## src/rtl/qpow_pkg.sv

```systemverilog
package qpow_pkg;
    localparam int QP_DW     = 32;
    localparam int QP_HW     = QP_DW / 2;
    localparam int QP_RW     = 5;
    localparam int QP_FW     = 4;
    localparam logic [5:0] QP_MAJOR = 6'd28;
    localparam logic [1:0] QP_GROUP = 2'b01;
    localparam logic [QP_FW-1:0] QP_LAST_OP = 4'd6;

    typedef enum logic [QP_FW-1:0] {
        OP_PWR      = 4'd0,
        OP_PWR_HALF = 4'd1,
        OP_SQ_RE    = 4'd2,
        OP_THR_LD   = 4'd3,
        OP_CMP_PWR  = 4'd4,
        OP_CMP_HALF = 4'd5,
        OP_CMP_SQ   = 4'd6
    } op_e;

    typedef struct packed {
        logic [QP_DW-1:0] thr;
        logic             thr_pend;
        logic [QP_DW-1:0] thr_new;
        logic             s1_vld;
        op_e              s1_op;
        logic [QP_DW-1:0] s1_a2;
        logic [QP_DW-1:0] s1_b2;
        logic             s2_vld;
        op_e              s2_op;
        logic [QP_DW-1:0] s2_val;
        logic [QP_DW-1:0] res;
    } qp_state_t;

    function automatic logic [QP_DW-1:0] qp_finalize(input logic [QP_DW-1:0] val,
                                                     input op_e op,
                                                     input logic [QP_DW-1:0] thr);
        if (op == OP_CMP_PWR || op == OP_CMP_HALF || op == OP_CMP_SQ)
            return {{(QP_DW-1){1'b0}}, (val > thr)};
        return val;
    endfunction
endpackage

```

## src/rtl/qpow_decode.sv

```systemverilog
module qpow_decode
    import qpow_pkg::*;
(
    input  logic [QP_DW-1:0] instr_i,
    input  logic             instr_vld_i,
    input  logic             start_i,
    output logic             exec_o,
    output logic             exec_wr_o,
    output logic             thr_ld_o,
    output logic             illegal_o,
    output logic [QP_RW-1:0] wr_reg_o,
    output op_e              op_o
);
    logic owned;
    logic legal;

    always_comb begin
        owned     = instr_vld_i && (instr_i[31:26] == QP_MAJOR) && (instr_i[5:4] == QP_GROUP);
        legal     = (instr_i[QP_FW-1:0] <= QP_LAST_OP);
        op_o      = op_e'(instr_i[QP_FW-1:0]);
        exec_o    = start_i && owned && legal;
        illegal_o = start_i && owned && !legal;
        thr_ld_o  = exec_o && (op_o == OP_THR_LD);
        exec_wr_o = exec_o && (op_o != OP_THR_LD);
        wr_reg_o  = exec_wr_o ? instr_i[15:11] : '0;
    end
endmodule

```

## src/rtl/qpow_square.sv

```systemverilog
module qpow_square #(
    parameter int HW = 16,
    parameter int DW = 32
) (
    input  logic [HW-1:0] half_i,
    output logic [DW-1:0] sq_o
);
    logic signed [DW-1:0] ext;

    always_comb begin
        ext  = {{(DW-HW){half_i[HW-1]}}, half_i};
        sq_o = ext * ext;
    end
endmodule

```

## src/rtl/qpow_combine.sv

```systemverilog
module qpow_combine
    import qpow_pkg::*;
(
    input  logic [QP_DW-1:0] a2_i,
    input  logic [QP_DW-1:0] b2_i,
    input  op_e              op_i,
    output logic [QP_DW-1:0] val_o
);
    logic [QP_DW-1:0] sum;

    always_comb begin
        sum = a2_i + b2_i;
        unique case (op_i)
            OP_PWR, OP_CMP_PWR:       val_o = sum;
            OP_PWR_HALF, OP_CMP_HALF: val_o = sum >> 1;
            OP_SQ_RE, OP_CMP_SQ:      val_o = a2_i;
            default:                  val_o = '0;
        endcase
    end
endmodule

```

## src/rtl/qpow_cx_unit.sv

```systemverilog
module qpow_cx_unit
    import qpow_pkg::*;
#(
    parameter bit PIPELINED = 1'b0
) (
    input  logic             clk,
    input  logic             rst,
    input  logic [QP_DW-1:0] instr_i,
    input  logic             instr_vld_i,
    input  logic             start_i,
    input  logic [QP_DW-1:0] opa_i,
    input  logic [QP_DW-1:0] opb_i,
    input  logic             kill_i,
    input  logic             run_m_i,
    output logic             illegal_o,
    output logic [QP_RW-1:0] wr_reg_o,
    output logic [QP_DW-1:0] result_o,
    output logic             stall_o,
    output logic             present_o
);
    localparam int NUM_SRC = 2;

    qp_state_t        st_d, st_q;
    logic             exec, exec_wr, thr_ld, killed;
    op_e              op;
    logic [QP_DW-1:0] sq [NUM_SRC];
    logic [QP_DW-1:0] cmb_a2, cmb_b2, cmb_val, thr_eff;
    op_e              cmb_op;

    qpow_decode u_decode (
        .instr_i     (instr_i),
        .instr_vld_i (instr_vld_i),
        .start_i     (start_i),
        .exec_o      (exec),
        .exec_wr_o   (exec_wr),
        .thr_ld_o    (thr_ld),
        .illegal_o   (illegal_o),
        .wr_reg_o    (wr_reg_o),
        .op_o        (op)
    );

    for (genvar g = 0; g < NUM_SRC; g++) begin : g_sq
        qpow_square #(.HW(QP_HW), .DW(QP_DW)) u_sq (
            .half_i ((g == 0) ? opa_i[QP_DW-1:QP_HW] : opb_i[QP_DW-1:QP_HW]),
            .sq_o   (sq[g])
        );
    end

    if (PIPELINED) begin : g_pipe_in
        assign cmb_a2 = st_q.s1_a2;
        assign cmb_b2 = st_q.s1_b2;
        assign cmb_op = st_q.s1_op;
        assign stall_o = st_q.s1_vld && !killed;
    end else begin : g_flat_in
        assign cmb_a2 = sq[0];
        assign cmb_b2 = sq[1];
        assign cmb_op = op;
        assign stall_o = 1'b0;
    end

    qpow_combine u_combine (
        .a2_i  (cmb_a2),
        .b2_i  (cmb_b2),
        .op_i  (cmb_op),
        .val_o (cmb_val)
    );

    assign killed    = kill_i && run_m_i;
    assign thr_eff   = (st_q.thr_pend && !killed) ? st_q.thr_new : st_q.thr;
    assign result_o  = st_q.res;
    assign present_o = 1'b1;

    always_comb begin
        st_d          = st_q;
        st_d.thr_pend = 1'b0;
        if (st_q.thr_pend && !killed)
            st_d.thr = st_q.thr_new;
        if (thr_ld) begin
            st_d.thr_pend = 1'b1;
            st_d.thr_new  = opa_i;
        end
        if (PIPELINED) begin
            st_d.s1_vld = exec_wr;
            if (exec_wr) begin
                st_d.s1_a2 = sq[0];
                st_d.s1_b2 = sq[1];
                st_d.s1_op = op;
            end
            st_d.s2_vld = st_q.s1_vld && !killed;
            if (st_q.s1_vld && !killed) begin
                st_d.s2_val = cmb_val;
                st_d.s2_op  = st_q.s1_op;
            end
            if (st_q.s2_vld)
                st_d.res = qp_finalize(st_q.s2_val, st_q.s2_op, thr_eff);
        end else begin
            if (exec_wr)
                st_d.res = qp_finalize(cmb_val, op, thr_eff);
        end
    end

    always_ff @(posedge clk) begin
        if (rst) st_q <= '0;
        else     st_q <= st_d;
    end

    AST_ILLEGAL_ONLY_ON_START: assert property (@(posedge clk) disable iff (rst)
        illegal_o |-> start_i);
    AST_DEST_ZERO_IDLE: assert property (@(posedge clk) disable iff (rst)
        !start_i |-> (wr_reg_o == '0));
    AST_ILLEGAL_NO_DEST: assert property (@(posedge clk) disable iff (rst)
        illegal_o |-> (wr_reg_o == '0));

    if (PIPELINED) begin : g_pipe_chk
        AST_STALL_FOLLOWS_START: assert property (@(posedge clk) disable iff (rst)
            exec_wr |=> (stall_o || (kill_i && run_m_i)));
        AST_STALL_SINGLE_CYCLE: assert property (@(posedge clk) disable iff (rst)
            stall_o |=> !stall_o);
        AST_KILL_DROPS_STALL: assert property (@(posedge clk) disable iff (rst)
            (kill_i && run_m_i) |-> !stall_o);
    end
endmodule

```

## config.mk

```make
export PLATFORM = sky130hd
export DESIGN_NAME = qpow_cx_unit
export DESIGN_NICKNAME = d
export VERILOG_FILES = /design/src/rtl/qpow_pkg.sv /design/src/rtl/qpow_decode.sv /design/src/rtl/qpow_square.sv /design/src/rtl/qpow_combine.sv /design/src/rtl/qpow_cx_unit.sv
export SDC_FILE = /design/constraint.sdc
export NUM_CORES = 1
export LEC_CHECK = 0
export ABC_AREA = 0
export BUFFER_PORTS_ARGS = -buffer_cell sky130_fd_sc_hd__buf_4
export CAP_MARGIN = 40
export CORE_UTILIZATION = 65
export DETAILED_ROUTE_END_ITERATION = 10
export HOLD_SLACK_MARGIN = 0.05
export PLACE_DENSITY = 0.8
export SLEW_MARGIN = 30
export SYNTH_ARGS = -nofsm -noshare
export SYNTH_HDL_FRONTEND = slang
export SYNTH_SLANG_ARGS = --single-unit
```

## constraint.sdc

```tcl
create_clock -name clk -period 21.1 [get_ports clk]
set_input_delay 4.22 -clock clk [delete_from_list [all_inputs] [get_ports clk]]
set_output_delay 4.22 -clock clk [all_outputs]
set_load 0.1 [all_outputs]
```

Yosys cells after proc, flatten, opt, wreduce, memory -nomap -nowiden:

Index checks and enable logic that the tools add are counted.

* multipliers: 2
* mux-type cells: 8
* $lt $le $gt $ge: 2
* reduce and logical (&&, ||, !) cells: 17
* add/subtract/negate cells: 1
* equal/unequal tests: 9

Operators with widths (count)
* two-way mux 32 bit: 3
* case mux 32 bit (3 select lines): 1
* multiplier 16 x 16 -> 32 bit: 2
* two-way mux 33 bit: 1
* adder 32 bit: 1
* > comparator 32 bit: 1
* equality test 4 x 3 -> 1 bit (second input constant): 3
* logical AND 1 bit: 9
* equality test 4 x 2 -> 1 bit (second input constant): 2
* equality test 6 x 5 -> 1 bit (second input constant): 1
* OR reduction 2 bit: 3
* two-way mux 5 bit: 1
* equality test 4 x 1 -> 1 bit (second input constant): 1
* <= comparator 4 x 3 -> 1 bit (second input constant): 1
* zero test 4 bit: 1
* != test 4 x 2 -> 1 bit (second input constant): 1
* equality test 2 x 1 -> 1 bit (second input constant): 1
* zero test 1 bit: 2
* logical OR 1 bit: 2
* two-way mux 1 bit: 2

* input port bits: 102
* output and inout bits: 40
* register bits: 97

Longest topological paths before layout:

* word-level depth: 8
* gate-level depth with buffers: 55
* gate-level depth less buffers: 53

Hierarchy:

A second synthesis with hierarchy kept.

* cells, all modules: 2887
* area total of the unflattened synthesis: 25245.5 sq um

Modules (own cells, without submodules)
* qpow_square at g_sq[0].u_sq: seq. area each 0.0 sq um, area each 9102.5 sq um, instances 1, cells each 1013
* qpow_square at g_sq[1].u_sq: seq. area each 0.0 sq um, area each 9062.4 sq um, instances 1, cells each 997
* qpow_cx_unit: seq. area each 1941.9 sq um, area each 4389.2 sq um, instances 1, cells each 471
* qpow_combine: seq. area each 0.0 sq um, area each 2538.7 sq um, instances 1, cells each 386
* qpow_decode: seq. area each 0.0 sq um, area each 152.6 sq um, instances 1, cells each 20

Least setup slack after synthesis:

OpenSTA, ideal clock, no wires.

* path type: input to register
* from: input port opa_i[17]
* to: register st_q, in the netlist result_o[0]
* required time: 20.967 ns
* arrival time: 14.788 ns
* setup slack: 6.180 ns
* stages on the path: 48
* buffers on the path: 2
* path through: clkbuf_1 > clkbuf_1 > nand2_1 > inv_1 > fa_1 > fa_1 > fa_1 > fa_1 > fa_1 > inv_1 > fa_1 > inv_1 > ha_1 > nand2_1 > nand3_1 > or3_1 > o21ai_2 > or2b_1 > [... 12 more ...] > nor3_1 > o21ai_1 > a41oi_1 > xnor2_1 > mux2i_1 > nor2_1 > a21oi_1 > nor2_1 > ha_1 > a21oi_1 > nor2b_1 > o21ai_0 > nand2b_1 > a21oi_1 > nor2b_1 > o21ai_0 > o311a_1 > a311oi_1

* cells in the longest elaborated chain, start to end: 6

Ends and longest elaborated chain
* start: declaration: RTL line qpow_cx_unit.sv:11 `input logic [QP_DW-1:0] opa_i,`
* multiplier 16 x 16 -> 32 bit (*): RTL line qpow_square.sv:12 `sq_o = ext * ext;`
* adder 32 bit: RTL line qpow_combine.sv:12 `sum = a2_i + b2_i;`
* case mux 32 bit (3 select lines) (*): RTL line qpow_combine.sv:13 `unique case (op_i)`
* > comparator 32 bit: RTL line qpow_pkg.sv:38 `return {{(QP_DW-1){1'b0}}, (val > thr)};`
* two-way mux 32 bit: RTL line qpow_pkg.sv:37 `if (op == OP_CMP_PWR || op == OP_CMP_HALF || op == OP_CMP_SQ)`
* two-way mux 32 bit (*): RTL line qpow_pkg.sv:39 `return val;`
* end signal: assignment: RTL line qpow_cx_unit.sv:104 `else st_q <= st_d;`
* end: declaration: RTL line qpow_cx_unit.sv:23 `qp_state_t st_d, st_q;`

Mark *: on every way between the ends. The rest lies on a longest branch, timed or not. The select of a mux whose other input is x is not followed.
A chain may end at the register's enable or synchronous reset.

Worst setup path in the final report:

* from: input port opa_i[31]
* to: register st_q, in the netlist result_o[0]

* cells in the longest elaborated chain, start to end: 6

Ends and longest elaborated chain (RTL line)
* multiplier 16 x 16 -> 32 bit (*): qpow_square.sv:12
* adder 32 bit: qpow_combine.sv:12
* case mux 32 bit (3 select lines) (*): qpow_combine.sv:13
* > comparator 32 bit (*): qpow_pkg.sv:38
* two-way mux 32 bit (*): qpow_pkg.sv:37
* two-way mux 32 bit (*): qpow_pkg.sv:39

Marked as above.

==> summary.txt <==
Status
  – Status: finished with violations
  – Failing checks: design-rule violations

Route
  – Number of DRC markers in iteration 0: slightly above 900
  – Vias: around 17k
  – DRC viols: 1
  – Detailed Route WL: 53,300 µm
  – First-pass DRT Iterations: 8
  – Final ANT Viol Nets: 0
  – Avg Vias per Cell: 5.59
  – Wire length per cell: around 17 µm

Clock network
  – Root buf cell: clkbuf_16
  – Total CTS buffers: 9
  – TritonCTS clock tree: done
  – H-tree depth: 3
  – Latest clock arrival within the worst-skew pair: 0.35 ns
  – Resized cells post-CTS: 0
  – # Post-CTS Setup Buffers: 0
  – Cts hold-fix bufs: 0
  – CTS max path bufs: 2
  – Sink Count: 97
  – Worst-path clk slew: 0.07 ns

Synthesis
  – Post-synth EDFFs: 0
  – Most frequent cell after synthesis: inv_1
  – Synth cell count leaders: inv_1, fa_1, nand2_1
  – Mapped Nets: 3,466
  – Top cells by area, synth: fa_1, ha_1, inv_1
  – Cell taking the most area after synthesis: fa_1
  – Synth Area per Inst: 9.04 µm²
  – Seq/Total Area, Yosys: 8.14%
  – Top_reg_cell synth: dfxtp_1
  – Cell area after synthesis: 23,900 µm²
  – Synth warnings: 0
  – #FFs+latches synth: 97
  – Async set-reset flop share out of synthesis: 0%
  – Cells after synthesis: 2,641
  – Yosys top cell area share: between 40% and 50%
  – Synth cell types: between 80 and 90

Timing
  – Final setup TNS: 0 ns
  – FMAX: 61.4 MHz
  – Min Hold Slack: 0.453 ns
  – Period utilisation layout: between 70% and 80%
  – Clock Skew: 0.0113 ns
  – Max_slew headroom: 45.8%
  – Period minus WS final: 16.29 ns
  – RSZ-0062 raised after global routing: false
  – Fin. max-slew vios: 0
  – Worst slew pin tran: around 0.81 ns
  – Hold Vio Cnt, Final: 0
  – Final Setup Violations: 0

Critical path
  – Reg2Reg Setup Slack: between 15 and 20 ns
  – Required time worst endpoint: 21.29 ns
  – Crit Path Max Fanout: 21
  – Max incr delay on CP: 0.71 ns
  – Crit path kind: primary input to register
  – R2R cell count: 14
  – Crit start category: primary input
  – Slowest CP cell: fa_1
  – RR Startpoint: st_q[170]
  – Worst reg2reg endpoint: result_o[0]
  – CP endpoint kind: register
  – Most used cell along the critical path: fa_1
  – CP arrival: about 16 ns

Floorplanning
  – Die area: roughly 37,000 µm²
  – Initial Utilization: 66.6%
  – Die width: 194 µm
  – Core area: 35,800 µm²
  – IO Pins: around 140
  – Site Rows: 69
  – Die Y: 194 µm

Cells and area
  – # fillers: 2,790
  – Nets: 3,466
  – Fraction of layout cells with a size suffix above 1: around 6.3%
  – Fin util: 69.7%
  – Synth-to-Final Area Change: 4.68%
  – Final Instance Area: 25,000 µm²

Min path
  – Hold path cells: 2
  – Worst min-delay path category: register to register
  – Hold Path End: st_q[157]
  – Hold path start: st_q[157]

Global route
  – Vias in the first global route: 19.1k
  – Initial antenna violation count: 2
  – First-pass GRT wire length: 90,300 µm
  – Largest net degree at the start of global routing: 82
  – Total gr overflow: 0
  – All-Layer GR Usage: 30.2%

Placed design
  – Cell area after placement: 24,700 µm²
  – Final GP Congestion: about 0.94
  – Port buffer count: 108
  – DP Wirelength: 45,600 µm

Flow run
  – Maxcap violations: 0
-- per-layer routing --
layer | vias up | track usage [%] | share of wire (%)
met4 | 0 | 8.65 | 2.9
met1 | 8770 | 36.9 | 38
li1 | 7965 | - | -
met5 | - | 0 | 0
met2 | 548 | 55.4 | 53
met3 | 95 | 4.49 | 6.2
-- worst max-delay path: cells and delay by family --
family,cells,cell delay (ns)
adder cells (fa/ha/maj),14,6.43
multiplexers,1,0.14
AO/OA/AOI/OAI,13,2.87
XOR/XNOR,2,0.30
AND/OR/NAND/NOR,12,1.65
buffers and inverters,6,0.83
-- stage by stage --
step	cells	worst slack (ns)
floorplan	2641	6.18
global placement	3091	4.78
detailed placement	3091	4.55
CTS	3107	4.90
global route	3109	4.17
finish	3109	4.81
-- layout make-up --
class | instances | area (µm²) | share of cell area (%)
diodes | 2 | 5.00 | 0.0200
clock buffers | 9 | 225 | 0.901
clock inverters | 7 | 51.3 | 0.205
inverters | 646 | 2420 | 9.71
multi-input cells | 1776 | 18900 | 75.8
flip-flops and latches | 97 | 1940 | 7.77
well taps | 461 | 577 | 2.31
repair buffers | 111 | 833 | 3.34
-- worst max path at each step --
stage / start / endpoint / slack (ns) / cells after the start
4_1_cts: opa_i[31] / result_o[0] / 4.90 / 49
3_5_place_dp: opa_i[31] / result_o[0] / 4.55 / 49
3_3_place_gp: opa_i[31] / result_o[0] / 4.78 / 48
6_report: opa_i[31] / result_o[0] / 4.81 / 48
2_1_floorplan: opa_i[17] / result_o[0] / 6.18 / 48
5_1_grt: opa_i[31] / result_o[0] / 4.17 / 49
-- cell usage in the layout (no fill, tap or decap), types with 6 or more instances in the layout --
cell type    n
a21oi_1    105
xnor2_1     61
nand2b_1    18
nand4_1     15
a22oi_1     13
fa_1       505
o21a_1      15
o21ai_1      7
mux2i_1     46
or3_1        6
a21o_1      25
or2_2        9
ha_1       218
and2_1      95
xor2_1      21
nand3_1     11
nor3_1      12
and3_1      12
a31oi_1      6
inv_1      646
dfxtp_1     97
a211oi_1     7
buf_4      111
clkbuf_16    9
nor2_1     143
nor2b_1     18
o211ai_1     7
nand2_1    272
o21ai_0     39
-- cells by family (layout without fill, tap and decap cells) --
group           count (synthesis)  in the layout  share of synthesized area, %
buf+inv                       768            773                          12.7
fa+ha+maj                     723            723                          53.8
simple gates                  631            631                          12.2
flops                          97             97                          8.14
xor+xnor                       84             84                          3.15
other cells                     2              4                        0.0315
mux                            51             51                          2.17
compound gates                285            285                          7.86
-- flip-flops by register name, indices dropped and copies added, names as in the netlist --
register and flops:
result_o 32, st_q 65
Power is left out: the tool's default activity adds up to more than one toggle a clock period on the data nets, which glitch-free logic cannot reach.
